File: config.mk
export PLATFORM = sky130hd
export DESIGN_NAME = pipe_chain
export DESIGN_NICKNAME = d
export VERILOG_FILES = /design/src/rtl/pipe_buf_pkg.sv /design/src/rtl/pass_slot.sv /design/src/rtl/pair_buf.sv /design/src/rtl/pipe_chain.sv
export SDC_FILE = /design/constraint.sdc
export NUM_CORES = 1
export LEC_CHECK = 0
export BUFFER_PORTS_ARGS = -buffer_cell sky130_fd_sc_hd__buf_2
export CORE_ASPECT_RATIO = 2
export CORE_MARGIN = 2
export CORE_UTILIZATION = 45
export CTS_BUF_LIST = sky130_fd_sc_hd__clkbuf_8 sky130_fd_sc_hd__clkbuf_16
export DETAILED_ROUTE_END_ITERATION = 8
export PLACE_DENSITY = 0.7
export SLEW_MARGIN = 5
export SYNTH_ARGS = -nofsm -noshare
export SYNTH_HDL_FRONTEND = slang
export SYNTH_SLANG_ARGS = --single-unit
File: constraint.sdc
create_clock -name clk -period 3.5 [get_ports clk]
set_input_delay 0.525 -clock clk [delete_from_list [all_inputs] [get_ports clk]]
set_output_delay 0.525 -clock clk [all_outputs]
set_load 0.01 [all_outputs]
File: src/rtl/pipe_buf_pkg.sv
package pipe_buf_pkg;

    typedef enum logic {
        SLOT_EMPTY,
        SLOT_FULL
    } slot_e;

    typedef enum logic [1:0] {
        PAIR_NONE,
        PAIR_ONE,
        PAIR_TWO
    } pair_e;

endpackage

File: src/rtl/pass_slot.sv
module pass_slot
    import pipe_buf_pkg::*;
#(
    parameter int DATA_W = 16
) (
    input  logic              clk,
    input  logic              rst_n,
    input  logic              clr,
    input  logic              in_valid,
    output logic              in_ready,
    input  logic [DATA_W-1:0] in_data,
    output logic              out_valid,
    input  logic              out_ready,
    output logic [DATA_W-1:0] out_data
);

    slot_e             state_q, state_d;
    logic [DATA_W-1:0] data_q;
    logic              enq, deq;

    // pass-through ready: free now, or freed by the dequeue at this edge
    always_comb begin
        in_ready  = (state_q == SLOT_EMPTY) || out_ready;
        out_valid = (state_q == SLOT_FULL);
        out_data  = data_q;
    end

    assign enq = in_valid && in_ready;
    assign deq = out_valid && out_ready;

    always_comb begin
        state_d = state_q;
        unique case (state_q)
            SLOT_EMPTY: if (enq) state_d = SLOT_FULL;            // ACCEPT
            SLOT_FULL:  if (deq && !enq) state_d = SLOT_EMPTY;   // DRAIN; SWAP/HOLD stay
        endcase
        if (clr) state_d = SLOT_EMPTY;                           // CLEAR
    end

    always_ff @(posedge clk or negedge rst_n) begin
        if (!rst_n) state_q <= SLOT_EMPTY;
        else        state_q <= state_d;
    end

    always_ff @(posedge clk or negedge rst_n) begin
        if (!rst_n)   data_q <= '0;
        else if (enq) data_q <= in_data;
    end

    a_r3_slot_hold: assert property (@(posedge clk) disable iff (!rst_n)
        (out_valid && !out_ready && !clr) |=> (out_valid && $stable(out_data)));

    a_r4_slot_fills: assert property (@(posedge clk) disable iff (!rst_n)
        (in_valid && in_ready && !clr) |=> out_valid);

    a_r8_slot_clear: assert property (@(posedge clk) disable iff (!rst_n)
        clr |=> !out_valid);

endmodule

File: src/rtl/pair_buf.sv
module pair_buf
    import pipe_buf_pkg::*;
#(
    parameter int DATA_W = 16
) (
    input  logic              clk,
    input  logic              rst_n,
    input  logic              clr,
    input  logic              in_valid,
    output logic              in_ready,
    input  logic [DATA_W-1:0] in_data,
    output logic              out_valid,
    input  logic              out_ready,
    output logic [DATA_W-1:0] out_data
);

    pair_e             state_q, state_d;
    logic [DATA_W-1:0] head_q, tail_q;
    logic              enq, deq;

    // ready from own occupancy only: the feedback path ends here
    always_comb begin
        in_ready  = (state_q != PAIR_TWO);
        out_valid = (state_q != PAIR_NONE);
        out_data  = head_q;
    end

    assign enq = in_valid && in_ready;
    assign deq = out_valid && out_ready;

    always_comb begin
        state_d = state_q;
        unique case (state_q)
            PAIR_NONE: if (enq) state_d = PAIR_ONE;                    // FILL
            PAIR_ONE: begin
                if (enq && !deq)      state_d = PAIR_TWO;              // STACK
                else if (deq && !enq) state_d = PAIR_NONE;             // EMPTYOUT
            end
            PAIR_TWO: if (deq) state_d = PAIR_ONE;                     // SHIFT
            default:  state_d = PAIR_NONE;
        endcase
        if (clr) state_d = PAIR_NONE;                                  // CLEAR
    end

    always_ff @(posedge clk or negedge rst_n) begin
        if (!rst_n) state_q <= PAIR_NONE;
        else        state_q <= state_d;
    end

    always_ff @(posedge clk or negedge rst_n) begin
        if (!rst_n) begin
            head_q <= '0;
            tail_q <= '0;
        end else begin
            unique case (state_q)
                PAIR_NONE: if (enq) head_q <= in_data;
                PAIR_ONE: begin
                    if (enq && deq) head_q <= in_data;
                    else if (enq)   tail_q <= in_data;
                end
                PAIR_TWO: if (deq) head_q <= tail_q;
                default: ;
            endcase
        end
    end

    a_r3_pair_hold: assert property (@(posedge clk) disable iff (!rst_n)
        (out_valid && !out_ready && !clr) |=> (out_valid && $stable(out_data)));

    a_r9_pair_stays_full: assert property (@(posedge clk) disable iff (!rst_n)
        (!in_ready && !out_ready && !clr) |=> !in_ready);

    a_r9_pair_full_valid: assert property (@(posedge clk) disable iff (!rst_n)
        !in_ready |-> out_valid);

    a_r8_pair_clear: assert property (@(posedge clk) disable iff (!rst_n)
        clr |=> (in_ready && !out_valid));

endmodule

File: src/rtl/pipe_chain.sv
module pipe_chain #(
    parameter int DATA_W      = 16,
    parameter int STAGES      = 4,
    parameter int BREAK_EVERY = 0
) (
    input  logic              clk,
    input  logic              rst_n,
    input  logic              clr,
    input  logic              in_valid,
    output logic              in_ready,
    input  logic [DATA_W-1:0] in_data,
    output logic              out_valid,
    input  logic              out_ready,
    output logic [DATA_W-1:0] out_data
);

    localparam int LINKS   = STAGES + 1;
    localparam int BRK_DIV = (BREAK_EVERY > 0) ? BREAK_EVERY : 1;

    logic              lnk_valid [LINKS];
    logic              lnk_ready [LINKS];
    logic [DATA_W-1:0] lnk_data  [LINKS];

    assign lnk_valid[0]      = in_valid;
    assign lnk_data[0]       = in_data;
    assign in_ready          = lnk_ready[0];
    assign out_valid         = lnk_valid[STAGES];
    assign out_data          = lnk_data[STAGES];
    assign lnk_ready[STAGES] = out_ready;

    for (genvar g = 0; g < STAGES; g++) begin : g_stage
        if (BREAK_EVERY > 0 && ((g + 1) % BRK_DIV) == 0) begin : g_pair
            pair_buf #(.DATA_W(DATA_W)) u_buf (
                .clk      (clk),
                .rst_n    (rst_n),
                .clr      (clr),
                .in_valid (lnk_valid[g]),
                .in_ready (lnk_ready[g]),
                .in_data  (lnk_data[g]),
                .out_valid(lnk_valid[g+1]),
                .out_ready(lnk_ready[g+1]),
                .out_data (lnk_data[g+1])
            );
        end else begin : g_slot
            pass_slot #(.DATA_W(DATA_W)) u_buf (
                .clk      (clk),
                .rst_n    (rst_n),
                .clr      (clr),
                .in_valid (lnk_valid[g]),
                .in_ready (lnk_ready[g]),
                .in_data  (lnk_data[g]),
                .out_valid(lnk_valid[g+1]),
                .out_ready(lnk_ready[g+1]),
                .out_data (lnk_data[g+1])
            );
        end
    end

    a_r3_chain_hold: assert property (@(posedge clk) disable iff (!rst_n)
        (out_valid && !out_ready && !clr) |=> (out_valid && $stable(out_data)));

    a_r8_chain_clear: assert property (@(posedge clk) disable iff (!rst_n)
        clr |=> (in_ready && !out_valid));

endmodule

* Word level (Yosys, flattened, before mapping)
Index checks and enable logic that the tools add are counted.
Word-level totals: register bits 68, input bits 21, output and inout bits 18, logic and storage cells 45
Operators by class: muxes and demuxes 16, bitwise operators 4, reduce and logical (&&, ||, !) cells 17
Operator list (number):
- 1-bit two-way mux | 12
- 1-bit logical AND | 9
- 1-bit one-hot mux with 2 select lines | 4
- 1-bit zero test | 4
- 1-bit logical OR | 4
- 1-bit inverter | 4

* Depth between registers and ports, before layout
depth in word-level cells 11, depth in mapped cells 5, depth with buffers taken out 3

* Cells and area by module
A second synthesis with hierarchy kept.
Unflattened totals: cells, all modules 152, area total of the unflattened synthesis 2787.7 um^2
By module, submodules not included:
- pass_slot | instances 4, cells an instance 38, area each 696.9 um^2, sequential area each 425.4 um^2

* Worst setup path before layout
Ideal clock, no wire load.
path type input-to-reg, start point input port out_ready, end point register g_stage[1].g_slot.u_buf.data_q[9], setup time 128 ps, arrival time 1514 ps, required time 3372 ps, setup slack 1859 ps, stages 5, path buffers 2, path through and4b_1 > nand2b_1 > buf_6 > buf_6 > mux2_1
Between the ends: longest elaborated chain between the ends 4
Ends and longest elaborated chain:
- from (decl) | line pipe_chain.sv:13 | input logic out_ready,
- 1-bit logical OR (3 in a row) | line pass_slot.sv:23 | in_ready = (state_q == SLOT_EMPTY) || out_ready;
- 1-bit logical AND | line pass_slot.sv:28 | assign enq = in_valid && in_ready;
- to (signal assigned) | line pass_slot.sv:47 | else if (enq) data_q <= in_data;
- to (decl) | line pass_slot.sv:18 | logic [DATA_W-1:0] data_q;
Every way passes these cells. A chain may end at the register's enable or synchronous reset.

* Worst setup path after layout
start point register g_stage[2].g_slot.u_buf.state_q, end point register g_stage[1].g_slot.u_buf.data_q[13]
Between the ends: longest elaborated chain between the ends 4
Ends and longest elaborated chain:
- from (decl) | line pass_slot.sv:17 | slot_e state_q, state_d;
- from (signal assigned) | line pass_slot.sv:42 | else state_q <= state_d;
- 1-bit inverter
- 1-bit logical OR (2 in a row) | line pass_slot.sv:23
- 1-bit logical AND | line pass_slot.sv:28
Every way passes these cells.

==> results.tsv <==
stage	metric	value	unit
global_route	grt_max_degree	32	
die	fp.dieH	112	um
drt	drtPass1Iterations	4	
logic_synthesis	ys_ff_latch	68	
placement	placed_cells	248	
outcome	status	finished clean	
layout	final_cells	263	
drt	viasPerCell	5.20	
die	initial_core_util	46.4	%
clock_tree	cts_made_buffers	9	
logic_synthesis	synth-seq-area-share	64.3	%
power_and_ir_drop	comb_power_share	17.0	%
timing	tns	0	ns
global_route	grt_pass1_wl	7310	um
timing	hold_violations	0	
placement	routabilityCongestion	0.708	
setup_path	slowest_delay	0.73	ns
drt	avgRoutedWirePerCell	16.3	um
power_and_ir_drop	power_switching	0.548	mW
logic_synthesis	synthTopCellsByCount	dfrtp_1, mux2_2, mux2_4	
setup_path	path_max_fanout	16	
job	maxCapViolations	0	
placement	dp_hpwl	3030	um
timing	skew	0.00504	ns
clock_tree	cts_hold_buffers	0	
layout	layout-drive-gt1-share	58.4	%
setup_path	path_cells	and4b_1 > nand2b_1 > mux2_2	
die	dieArea	6550	sq um
die	rows	39	
clock_tree	cts_tree	built	
setup_path	r2r_slack	1.55	ns
power_and_ir_drop	p_leak	1.53	nW
setup_path	timing.rr.end	g_stage[1].g_slot.u_buf.out_data[13]	
timing	fin_crit_sh	55.6	%
logic_synthesis	synthFlopType	dfrtp_1	
layout	areaGrowthSynthToFinish	18.9	%
clock_tree	post_cts_buffers	0	
clock_tree	cts_max_level	3	
power_and_ir_drop	intPower	1.77	mW
layout	fillers	467	
logic_synthesis	ys_top_cells_by_area	dfrtp_1, mux2_2, mux2_4	
logic_synthesis	synthArstFlopShare	100	%
setup_path	path_class	flop to flop	
clock_tree	ctsResizeCount	0	
layout	fin_util	55.1	%
clock_tree	cts.reportedPaths.clkPinSlew	0.05	ns
logic_synthesis	syn_area_per_cell	17.1	sq um
clock_tree	clock-root-buffer	clkbuf_16	
placement	portBuffers	38	
layout	n_antenna_cell	0	
setup_path	start_kind	flop	
global_route	overflow	0	
logic_synthesis	yosysMostFrequentCell	dfrtp_1	
setup_path	critPathCaptureType	flop	
drt	drc	0	
clock_tree	clockBufferDepth	2	
timing	relSlewSlack	39.0	%
setup_path	crit_arrival	2.15	ns
drt	routed_wl	4290	um
timing	slew_violations	0	
logic_synthesis	synthesis.nets	176	
logic_synthesis	syn_inst	155	
power_and_ir_drop	pwr-share-clk	36.2	%
logic_synthesis	synth_top_area_share	64.3	%
logic_synthesis	synth_edf_count	0	
setup_path	r2r_cells	3	
clock_tree	insertion_delay	0.32	ns
power_and_ir_drop	pwr-share-seq	46.8	%
die	ios	39	
power_and_ir_drop	p_sw_share	23.6	%
layout	postLayoutCellArea	3150	sq um
timing	setup_viol_count_final	0	
die	coreArea	5710	sq um
power_and_ir_drop	powerDensity	738	nW/um^2
power_and_ir_drop	ir_drop	0.000620	V
clock_tree	cts.sinks	68	
timing	rsz0062_at_grt	false	
drt	drtAntennaViolNets	0	
layout	fin_nets	219	
logic_synthesis	syn-cell-area	2650	sq um
global_route	grt_usage	15.5	%
timing	fmax	514	MHz
logic_synthesis	synthDistinctLibCells	16	
global_route	grt_pass1_vias	1472	
min_path	hold_path_class	input port to async pin	
setup_path	required	3.70	ns
logic_synthesis	synth_top_area_cell	dfrtp_1	
power_and_ir_drop	power	2.32	mW
placement	dpl_cell_area	2860	sq um
setup_path	cp_slowest_cell	nand2b_1	
die	die-width	58.2	um
drt	vias	1368	
logic_synthesis	yosys_warnings	0	
global_route	antenna_found_initial	0	
drt	first_iter_violations	17	
setup_path	r2r_start	g_stage[2].g_slot.u_buf.out_valid	
timing	max_slew.worst_pin.slew	0.915	ns
timing	layout_min_cycle_time	1.95	ns
worst max path at each step:
stage                                            startpoint                                   end  slack (ns)  cells past startpoint
after floorplan                                   out_ready   g_stage[1].g_slot.u_buf.out_data[9]        1.86                      5
after global placement                            out_ready  g_stage[1].g_slot.u_buf.out_data[14]        1.35                      4
after detailed placement                          out_ready  g_stage[1].g_slot.u_buf.out_data[13]        1.28                      4
after CTS                 g_stage[2].g_slot.u_buf.out_valid  g_stage[1].g_slot.u_buf.out_data[13]        1.53                      3
after global routing      g_stage[2].g_slot.u_buf.out_valid  g_stage[1].g_slot.u_buf.out_data[13]        1.45                      3
final                     g_stage[2].g_slot.u_buf.out_valid  g_stage[1].g_slot.u_buf.out_data[13]        1.55                      3
worst max-delay path, delay by kind of cell, from the launching register on:
kind / cells / cell delay (ns)
flops: 1 / 0.40
mux: 1 / 0.42
simple gates: 2 / 1.00
layout make-up:
cell class	instances	area, sq um	share of cell area [%]
Sequential cell	68	1700	54.1
Timing Repair Buffer	40	205	6.52
Inverter	1	3.75	0.119
Multi-Input combinational cell	78	871	27.7
Tap cell	61	76.3	2.43
Clock buffer	13	280	8.91
Clock inverter	2	8.76	0.278
power groups by stage:
stage               Clock, mW  Combinational [mW]  Sequential [mW]
floorplan                   0               0.219             1.12
global placement            0               0.384             1.09
detailed placement          0               0.402             1.10
CTS                     0.866               0.405             1.09
global route            0.896               0.428             1.12
finish                  0.841               0.394             1.09
cells by family (layout without fill, tap and decap cells):
group           Yosys count  after routing  share of synthesized area [%]
flops                    68             68                           64.3
mux                      64             64                           29.9
simple gates             10             10                           1.94
buf+inv                   9             56                           2.79
compound gates            4              4                           1.04
through the flow:
stage / hold WS, ns / setup slack, ns
final: 0.136 / 1.55
after global routing: 0.156 / 1.45
after CTS: 0.132 / 1.53
after detailed placement: 0.482 / 1.28
after global placement: 0.476 / 1.35
after floorplan: 0.229 / 1.86
registers in the layout (all words and copies together) (netlist names):
register and cells:
g_stage.g_slot.u_buf.out_data 64, g_stage.g_slot.u_buf.out_valid 4
routing by layer:
metal,wire length (um),global-route usage (%)
met5,0,0
met4,107,9.30
met2,2310,25.2
met3,214,5.18
met1,1660,17.2
cells in the final DEF, fill, tap and decap left out, drive strengths merged:
master   n
dfrtp   68
nor2b    1
nor2     5
a21oi    2
clkbuf  13
buf     40
clkinv   1
a21bo    1
a21o     1
nand2b   2
inv      2
nand2    1
and4b    1
mux2    64
No activity file was read; power rests on OpenSTA's default activity.
